==> src/rtl/rtr_pkg.sv <==
package rtr_pkg;
   typedef enum logic [1:0] {
      FK_SINGLE = 2'b00,
      FK_HEAD   = 2'b01,
      FK_BODY   = 2'b10,
      FK_TAIL   = 2'b11
   } flit_kind_e;

   localparam int DIR_W = 3;
   localparam logic [DIR_W-1:0] DIR_LOCAL = 3'd0;
   localparam logic [DIR_W-1:0] DIR_NORTH = 3'd1;
   localparam logic [DIR_W-1:0] DIR_EAST  = 3'd2;
   localparam logic [DIR_W-1:0] DIR_SOUTH = 3'd3;
   localparam logic [DIR_W-1:0] DIR_WEST  = 3'd4;
   localparam logic [DIR_W-1:0] DIR_MAX   = DIR_WEST;
endpackage

==> src/rtl/wh_flit_fifo.sv <==
module wh_flit_fifo #(
   parameter int WIDTH = 34,
   parameter int DEPTH = 32,
   localparam int PTR_W = $clog2(DEPTH),
   localparam int CNT_W = PTR_W + 1
) (
   input  logic             clk,
   input  logic             rst_n,
   input  logic             push,
   input  logic [WIDTH-1:0] push_data,
   input  logic             pop,
   output logic             full,
   output logic             empty,
   output logic [WIDTH-1:0] head_data
);
   generate
      if (DEPTH < 2 || (DEPTH & (DEPTH - 1)) != 0) begin : g_bad_depth
         $error("wh_flit_fifo: DEPTH must be a power of two, at least 2");
      end
   endgenerate

   logic [WIDTH-1:0] mem [DEPTH];
   logic [PTR_W-1:0] wr_ptr, rd_ptr;
   logic [CNT_W-1:0] cnt;

   always_ff @(posedge clk) begin
      if (push) mem[wr_ptr] <= push_data;
   end

   always_ff @(posedge clk) begin
      if (!rst_n) begin
         wr_ptr <= '0;
         rd_ptr <= '0;
         cnt    <= '0;
      end else begin
         if (push) wr_ptr <= wr_ptr + 1'b1;
         if (pop)  rd_ptr <= rd_ptr + 1'b1;
         case ({push, pop})
            2'b10:   cnt <= cnt + 1'b1;
            2'b01:   cnt <= cnt - 1'b1;
            default: cnt <= cnt;
         endcase
      end
   end

   assign full      = (cnt == CNT_W'(DEPTH));
   assign empty     = (cnt == '0);
   assign head_data = mem[rd_ptr];
endmodule

==> src/rtl/wh_route_table.sv <==
module wh_route_table
   import rtr_pkg::*;
#(
   parameter int NODES = 16,
   localparam int IDX_W = $clog2(NODES)
) (
   input  logic             clk,
   input  logic             rst_n,
   input  logic             wr_en,
   input  logic [IDX_W-1:0] wr_idx,
   input  logic [DIR_W-1:0] wr_dir,
   input  logic [IDX_W-1:0] rd_idx,
   output logic [DIR_W-1:0] rd_dir
);
   logic [DIR_W-1:0] ent [NODES];
   logic             dir_ok;

   assign dir_ok = (wr_dir <= DIR_MAX);

   generate
      for (genvar i = 0; i < NODES; i++) begin : g_ent
         always_ff @(posedge clk) begin
            if (!rst_n)
               ent[i] <= DIR_LOCAL;
            else if (wr_en && dir_ok && wr_idx == IDX_W'(i))
               ent[i] <= wr_dir;
         end
      end
   endgenerate

   always_comb begin
      rd_dir = DIR_LOCAL;
      if (int'(rd_idx) < NODES) rd_dir = ent[rd_idx];
   end
endmodule

==> src/rtl/wh_route_ctrl.sv <==
module wh_route_ctrl
   import rtr_pkg::*;
(
   input  logic             clk,
   input  logic             rst_n,
   input  logic             fifo_empty,
   input  logic [1:0]       head_kind_raw,
   input  logic [DIR_W-1:0] lookup_dir,
   input  logic             grant,
   input  logic             out_ready,
   output logic             req_valid,
   output logic [DIR_W-1:0] req_dir,
   output logic             flit_valid,
   output logic             pop
);
   flit_kind_e       kind;
   logic             busy_q;
   logic [DIR_W-1:0] dir_q;
   logic             opens, closes, start, take, drop;

   always_comb begin
      kind   = flit_kind_e'(head_kind_raw);
      opens  = (kind == FK_HEAD) || (kind == FK_SINGLE);
      closes = (kind == FK_TAIL) || (kind == FK_SINGLE);
      start  = !busy_q && !fifo_empty && opens;
      drop   = !busy_q && !fifo_empty && !opens;
      take   = busy_q && !fifo_empty && grant && out_ready;
      pop    = take || drop;
   end

   always_ff @(posedge clk) begin
      if (!rst_n) begin
         busy_q <= 1'b0;
         dir_q  <= DIR_LOCAL;
      end else if (start) begin
         busy_q <= 1'b1;
         dir_q  <= lookup_dir;
      end else if (take && closes) begin
         busy_q <= 1'b0;
      end
   end

   assign req_valid  = busy_q;
   assign req_dir    = dir_q;
   assign flit_valid = busy_q && !fifo_empty;
endmodule

==> src/rtl/wh_input_port.sv <==
module wh_input_port
   import rtr_pkg::*;
#(
   parameter int DATA_W = 32,
   parameter int DEPTH  = 32,
   parameter int NODES  = 16,
   localparam int FLIT_W = DATA_W + 2,
   localparam int DEST_W = $clog2(NODES)
) (
   input  logic              clk,
   input  logic              rst_n,
   input  logic              in_valid,
   input  logic [FLIT_W-1:0] in_flit,
   output logic              in_ready,
   input  logic              tbl_we,
   input  logic [DEST_W-1:0] tbl_idx,
   input  logic [DIR_W-1:0]  tbl_dir,
   output logic              req_valid,
   output logic [DIR_W-1:0]  req_dir,
   output logic              out_valid,
   output logic [FLIT_W-1:0] out_flit,
   input  logic              grant,
   input  logic              out_ready
);
   generate
      if (NODES < 2 || DEST_W > DATA_W) begin : g_bad_nodes
         $error("wh_input_port: NODES must be 2 or more and fit the payload");
      end
   endgenerate

   logic              full, empty, push, pop;
   logic [FLIT_W-1:0] head_data;
   logic [DIR_W-1:0]  lookup_dir;

   assign push     = in_valid && !full;
   assign in_ready = !full;

   wh_flit_fifo #(.WIDTH(FLIT_W), .DEPTH(DEPTH)) u_fifo (
      .clk(clk), .rst_n(rst_n), .push(push), .push_data(in_flit),
      .pop(pop), .full(full), .empty(empty), .head_data(head_data)
   );

   wh_route_table #(.NODES(NODES)) u_table (
      .clk(clk), .rst_n(rst_n), .wr_en(tbl_we), .wr_idx(tbl_idx),
      .wr_dir(tbl_dir), .rd_idx(head_data[DEST_W-1:0]), .rd_dir(lookup_dir)
   );

   wh_route_ctrl u_ctrl (
      .clk(clk), .rst_n(rst_n), .fifo_empty(empty),
      .head_kind_raw(head_data[FLIT_W-1 -: 2]), .lookup_dir(lookup_dir),
      .grant(grant), .out_ready(out_ready), .req_valid(req_valid),
      .req_dir(req_dir), .flit_valid(out_valid), .pop(pop)
   );

   assign out_flit = head_data;
endmodule

==> config.mk <==
export PLATFORM = sky130hd
export DESIGN_NAME = wh_input_port
export DESIGN_NICKNAME = d
export VERILOG_FILES = /design/src/rtl/rtr_pkg.sv /design/src/rtl/wh_flit_fifo.sv /design/src/rtl/wh_route_table.sv /design/src/rtl/wh_route_ctrl.sv /design/src/rtl/wh_input_port.sv
export SDC_FILE = /design/constraint.sdc
export NUM_CORES = 1
export LEC_CHECK = 0
export BUFFER_PORTS_ARGS = -buffer_cell sky130_fd_sc_hd__buf_4
export CAP_MARGIN = 20
export CORE_MARGIN = 1.5
export CORE_UTILIZATION = 60
export DETAILED_ROUTE_END_ITERATION = 8
export GPL_ROUTABILITY_DRIVEN = 1
export PLACE_DENSITY = 0.77
export SLEW_MARGIN = 5
export SYNTH_ARGS = -nofsm -noshare
export SYNTH_HDL_FRONTEND = slang
export SYNTH_SLANG_ARGS = --single-unit
==> constraint.sdc <==
create_clock -name clk -period 7 [get_ports clk]
set_clock_uncertainty 0.1 [all_clocks]
set_input_delay 0.7 -clock clk [delete_from_list [all_inputs] [get_ports clk]]
set_output_delay 0.7 -clock clk [all_outputs]
set_load 0.01 [all_outputs]
==> flow_summary.ini, run 1 <==
[sta]
final-max-slew-violation-count = 0
fmax_mhz = 179.8
hold_violations = 0
setup-tns-final_ns = 0
worstMarginPinSlew_ns = 1.113
slew_headroom_pct = 25.80
rsz0062_at_grt = false
timing.hold.ws_ns = 0.3289
setup_slack_ns = 1.437
setup_viol = 0
fin_crit_ns = 5.563
min_period_over_period_pct = 79.47

[clock_tree]
clock-sinks = 1161
clockRootBuffer = clkbuf_16
clock_latency_ns = 0.67
clockBufferDepth = 3
clk_pin_slew_ns = 0.07
tritoncts = yes
ctsHtreeMaxLevel = 3
cts_made_buffers = 111
cts_setup_buffers = 0
cts_resized = 0
ctsHoldBuffers = 0

[drt]
drc = 0
drt_first_pass_iters = 5
drt_iter0_markers = 2999
wl_per_cell_um = 33.05
wl_um = 107900
viasPerCell = 6.811
num_vias = 22230
ant_nets = 0

[finish]
area_growth_pct = 12.47
fin_nets = 2257
finalInstanceArea_um2 = 50740
fillers = 4378
drive_gt1_share_pct = 28.51

[synthesis]
synth.most_common_cell = edfxtp_1
async_flop_share_pct = 0
synth_top_area_share_pct = 75.62
synth_top_family_by_area = multiplexers
synth_nets = 2116
synth_seq_area_share_pct = 76.73
yosys_warnings = 0
post_synth_mux_area_share_pct = 17.23
synth_edf_count = 1136
synthSimpleGateAreaFrac_pct = 3.214
netlist_top_cells_count = edfxtp_1, mux4_2, nand2_1, nor2_1, and2_1
synth_seq_cells = 1161
synth-compound-area-share_pct = 1.215
synth_xor_area_share_pct = 0.2136
synthCells = 2059
ys.flop_type = edfxtp_1
synth_fa_ha_area_share_pct = 0.2773
syn_area_per_cell_um2 = 21.91
ys_types = 53
netlist_area_um2 = 45110
ys_top_cells_by_area = edfxtp_1, mux4_2, dfxtp_1
yosysTopAreaCell = edfxtp_1

[setup_path]
startpoint_type = flip-flop
crit_arrival_ns = 4.76
critPathCaptureType = primary output
cp_max_fo = 164
path_class = reg -> out
worstPathRequired_ns = 6.20

[floorplan]
fp.dieH_um = 277.2
ios = 87
core_area_um2 = 74450
initial_core_util_pct = 60.60
placementRows = 100
die_area_um2 = 76840
die_x_um = 277.2

[global_routing]
grt_pass1_vias = 22710
grt-ovfl-total = 0
track_usage_pct = 28.51
grt_first_pass_wirelength_um = 155800
antenna_found_initial = 2
grt_max_degree = 165

[place]
place_hpwl_um = 53620
place_ws_ns = 1.490
place.port_buffers = 86
place_area_um2 = 47110
gp_congestion = 0.8142

[power]
p_per_area_nw_per_um2 = 324.6
vdd_ir_drop_max_mv = 0.2579
p_leak_nw = 15.77
p_total_w = 0.01647

[flow_run]
maxCapViolCount = 0

[hold_path]
hold_start = in_flit[8]
hold_path_class = in -> reg

[outcome]
status = completed
==> area by class of cell <==
cell class                      count  area, um2  share of cell area (%)
Tap cell                          969       1212                   2.389
Sequential cell                  1161      34630                   68.24
Inverter                           11      43.79                 0.08631
Antenna cell                        1      2.502                0.004932
Clock inverter                     67      623.1                   1.228
Multi-Input combinational cell    784      10230                   20.17
Clock buffer                      140       2949                   5.812
Timing Repair Buffer              131       1049                   2.066
==> registers in the layout (all words and copies together), names as in the netlist, named ones only <==
name and cells:
u_ctrl.req_dir 3, u_fifo.rd_ptr 5, u_fifo.mem 1088, u_table.ent 48
u_ctrl.req_valid 1, u_fifo.cnt 6, u_fifo.wr_ptr 5
==> path summary, 6_finish.rpt <==
check | cells after the start | endpoint | slack (ns)
max | 8 | out_flit[1] | 1.44
min | 1 | u_fifo.mem[31][8] | 0.33
min reg2reg | 2 | u_fifo.cnt[5] | 0.42
max reg2reg | 19 | u_fifo.cnt[4] | 1.46
==> power by group <==
| part | internal [W] | switching (W) |
|---|---|---|
| registers | 0.00778 | 0.000132 |
| clock network | 0.00338 | 0.00254 |
| logic | 0.00131 | 0.00133 |
==> layer usage <==
layer,up-vias,part of all wire (%),GRT usage (%)
li1,8842,-,-
met1,11670,36,38.60
met2,1444,51,47.27
met3,271,9.3,4.716
met4,0,3.7,10.99
met5,-,0,0
==> through the flow <==
stage | instances | util, %
floorplan | 2059 | -
global placement | 3054 | 63.28
detailed placement | 3054 | 63.28
CTS | 3261 | 68.08
global route | 3263 | 68.15
finish | 3264 | 68.16
==> kinds of logic after synthesis <==
kind of cell               Yosys count
DFF                               1161
buffers and inverters              114
and+or+nand+nor                    310
AOI/OAI and AO/OA                   78
muxes                              375
adders and majority gates           10
xor gates and xnor gates            11
==> worst max-delay path, stage by stage, from the launching register on <==
cell	delay [ns]
dfxtp_4	0.83
buf_12	0.73
buf_4	0.44
buf_16	0.35
mux4_2	0.37
mux4_2	0.51
mux2i_4	0.34
inv_2	0.09
buf_4	0.17
==> placed cells by master (no fill, tap or decap), types with 8 or more instances in the layout <==
cell type  count
clkbuf_16    113
clkbuf_1      25
bufinv_16     11
nor3_1         8
nor2_1        38
nand4_1        8
nand2_1      124
mux2i_1       50
ha_1          10
and2_1        62
o21ai_0       25
mux4_2       320
xnor2_1        8
clkinv_1      30
buf_4        127
nor2b_1       13
edfxtp_1    1136
nor2_4        32
clkinv_2      17
dfxtp_1       21
No activity file was read; power rests on OpenSTA's default activity.
==> run 2: changes to the inputs <==
==> constraint.sdc (replaced) <==
create_clock -name clk -period 5.55 [get_ports clk]
set_clock_uncertainty 0.1 [all_clocks]
set_input_delay 0.555 -clock clk [delete_from_list [all_inputs] [get_ports clk]]
set_output_delay 0.555 -clock clk [all_outputs]
set_load 0.01 [all_outputs]
==> run 2 against run 1 <==
  * Setup slack got worse by 1.2 ns
  * First-iteration DRC count rose by 3.5%
  * Die area did not move
  * Critical path depth fell by 1
  * Global-route usage fell by 0.52 points
  * Critical endpoint is now out_flit[21]
==> flow_summary.ini, run 2 (same netlist as run 1, synthesis figures left out) <==
[global_routing]
grt_util_met2_pct = 47.17
grtUsageMet1_pct = 38.14
grt-ovfl-total = 0
busiest_layer = met2
grt_first_pass_wirelength_um = 153800
grt_pass1_vias = 22700
grt_max_degree = 108
track_usage_pct = 27.99
use_met3_pct = 3.948
antenna_found_initial = 2

[floorplan]
die_area_um2 = 76840
initial_core_util_pct = 60.60
fp.dieH_um = 277.2
placementRows = 100
die_x_um = 277.2
core_area_um2 = 74450
ios = 87

[finish]
area_growth_pct = 12.24
largest_reg_flops = 1088
final_cells = 3267
finalInstanceArea_um2 = 50630
reg_top3 = u_fifo.mem (1088), u_table.ent (48), u_fifo.cnt (6)
fin_util_pct = 68.01
mostFrequentLayoutCell = edfxtp_1
drive_gt1_share_pct = 28.47
fin_nets = 2270
top_register = u_fifo.mem
layout_common_cells = edfxtp_1, mux4_2, buf_4

[hold_path]
hold_path_end = u_fifo.mem[18][1]
hold_path_class = in -> reg
hold_start = in_flit[1]
min_path_cells = 1

[drt]
viasPerCell = 6.781
drc = 0
ant_nets = 0
wl_per_cell_um = 32.53
wl_um = 106300
drt_iter0_markers = 3103
drt_first_pass_iters = 5
num_vias = 22150

[clock_tree]
clockRootBuffer = clkbuf_16
clockBufferDepth = 3
cts_made_buffers = 108
ctsHtreeMaxLevel = 3
clock_latency_ns = 0.69
clock-sinks = 1161
clk_pin_slew_ns = 0.06
tritoncts = yes

[power]
switching_share_pct = 24.56
p_clk_share_pct = 34.5
p_per_area_nw_per_um2 = 401.1
internal_power_w = 0.01532
p_sw_w = 0.004987
pwr-share-comb_pct = 16.6
seqPwrFrac_pct = 48.9
p_leak_nw = 15.73
vdd_ir_drop_max_mv = 0.2756
p_total_w = 0.02031

[place]
gp_congestion = 0.8514
dp.cells = 3068
place_hpwl_um = 55330
place_area_um2 = 47230
place.port_buffers = 86

[sta]
slew_headroom_pct = 23.95
worstMarginPinSlew_ns = 1.141
hold_violations = 0
fmax_mhz = 186.6
setup_viol = 0
timing.hold.ws_ns = 0.1722
min_period_over_period_pct = 96.55
fin_crit_ns = 5.359
final-max-slew-violation-count = 0

[setup_path]
r2r_slack_ns = 0.45
startpoint_type = flip-flop
cp_max_fo = 74
r2r_end = u_fifo.cnt[4]
path_class = reg -> out
crit_arrival_ns = 4.70
worstPathRequired_ns = 4.89
critPathCaptureType = primary output
ff2ff_path_depth = 19

[outcome]
status = completed

[flow_run]
maxCapViolCount = 0
run 2: cell types whose count changed in the layout (fill, tap and decap cells not counted), moves of 2 or more:
cell	delta
buf_4	+13
clkinv_2	-8
bufinv_16	-7
buf_12	+3
clkbuf_16	-3
clkinv_1	+3
clkinv_8	-3
inv_16	+3
clkinvlp_4	-2
inv_6	+2
run 2: repair_timing:
item / 4_1_cts / 5_1_grt
setup endpoints to repair: 0 / 5
gates resized for setup: 0 / 1
setup buffers: 0 / 1
hold buffers: 0 / 0
run 2: final cells by class:
cell class	count	area, um2
clock buffers	138	2878
diodes	1	2.502
clock inverters	56	427.9
multi-input cells	784	10240
well taps	969	1212
repair buffers	147	1206
fillers	4301	23810
flip-flops and latches	1161	34630
inverters	11	43.79
run 2: worst max-delay path: stages (launching register included):
cell and delay, ns:
dfxtp_4 0.59, buf_4 0.86, buf_4 0.99, mux4_2 0.43, mux4_2 0.49, nand2_1 0.09
nand2_1 0.23, buf_4 0.23
run 2: power by group through the flow:
stage | Clock (W) | Combinational (W) | Sequential [W]
2_1_floorplan | 0 | 0.00242 | 0.0100
5_1_grt | 0.00738 | 0.00359 | 0.00995
6_report | 0.00700 | 0.00337 | 0.00993
3_3_place_gp | 0 | 0.00325 | 0.0101
4_1_cts | 0.00707 | 0.00337 | 0.00995
3_5_place_dp | 0 | 0.00333 | 0.0101
run 2: layer usage:
metal,vias up,share of wire (%)
met5,-,0.012
met4,2,3.0
met3,214,8.9
met2,1460,51
met1,11620,37
li1,8857,-
run 2: stage by stage:
stage | worst slack [ns] | TNS, ns
after floorplan | 0.2438 | 0
after global placement | 0.5092 | 0
after detailed placement | 0.4370 | 0
after CTS | 0.02219 | 0
after global routing | -0.03931 | -0.03931
final | 0.1915 | 0
run 2: worst max path at each step:
| stage | start | endpoint | slack (ns) |
|---|---|---|---|
| final | flip-flop | out_flit[21] | 0.19 |
| after global routing | flip-flop | u_fifo.cnt[4] | -0.04 |
| after CTS | flip-flop | out_flit[21] | 0.02 |
| after detailed placement | flip-flop | u_fifo.cnt[4] | 0.44 |
| after global placement | flip-flop | u_fifo.cnt[4] | 0.51 |
| after floorplan | flip-flop | u_fifo.cnt[4] | 0.24 |
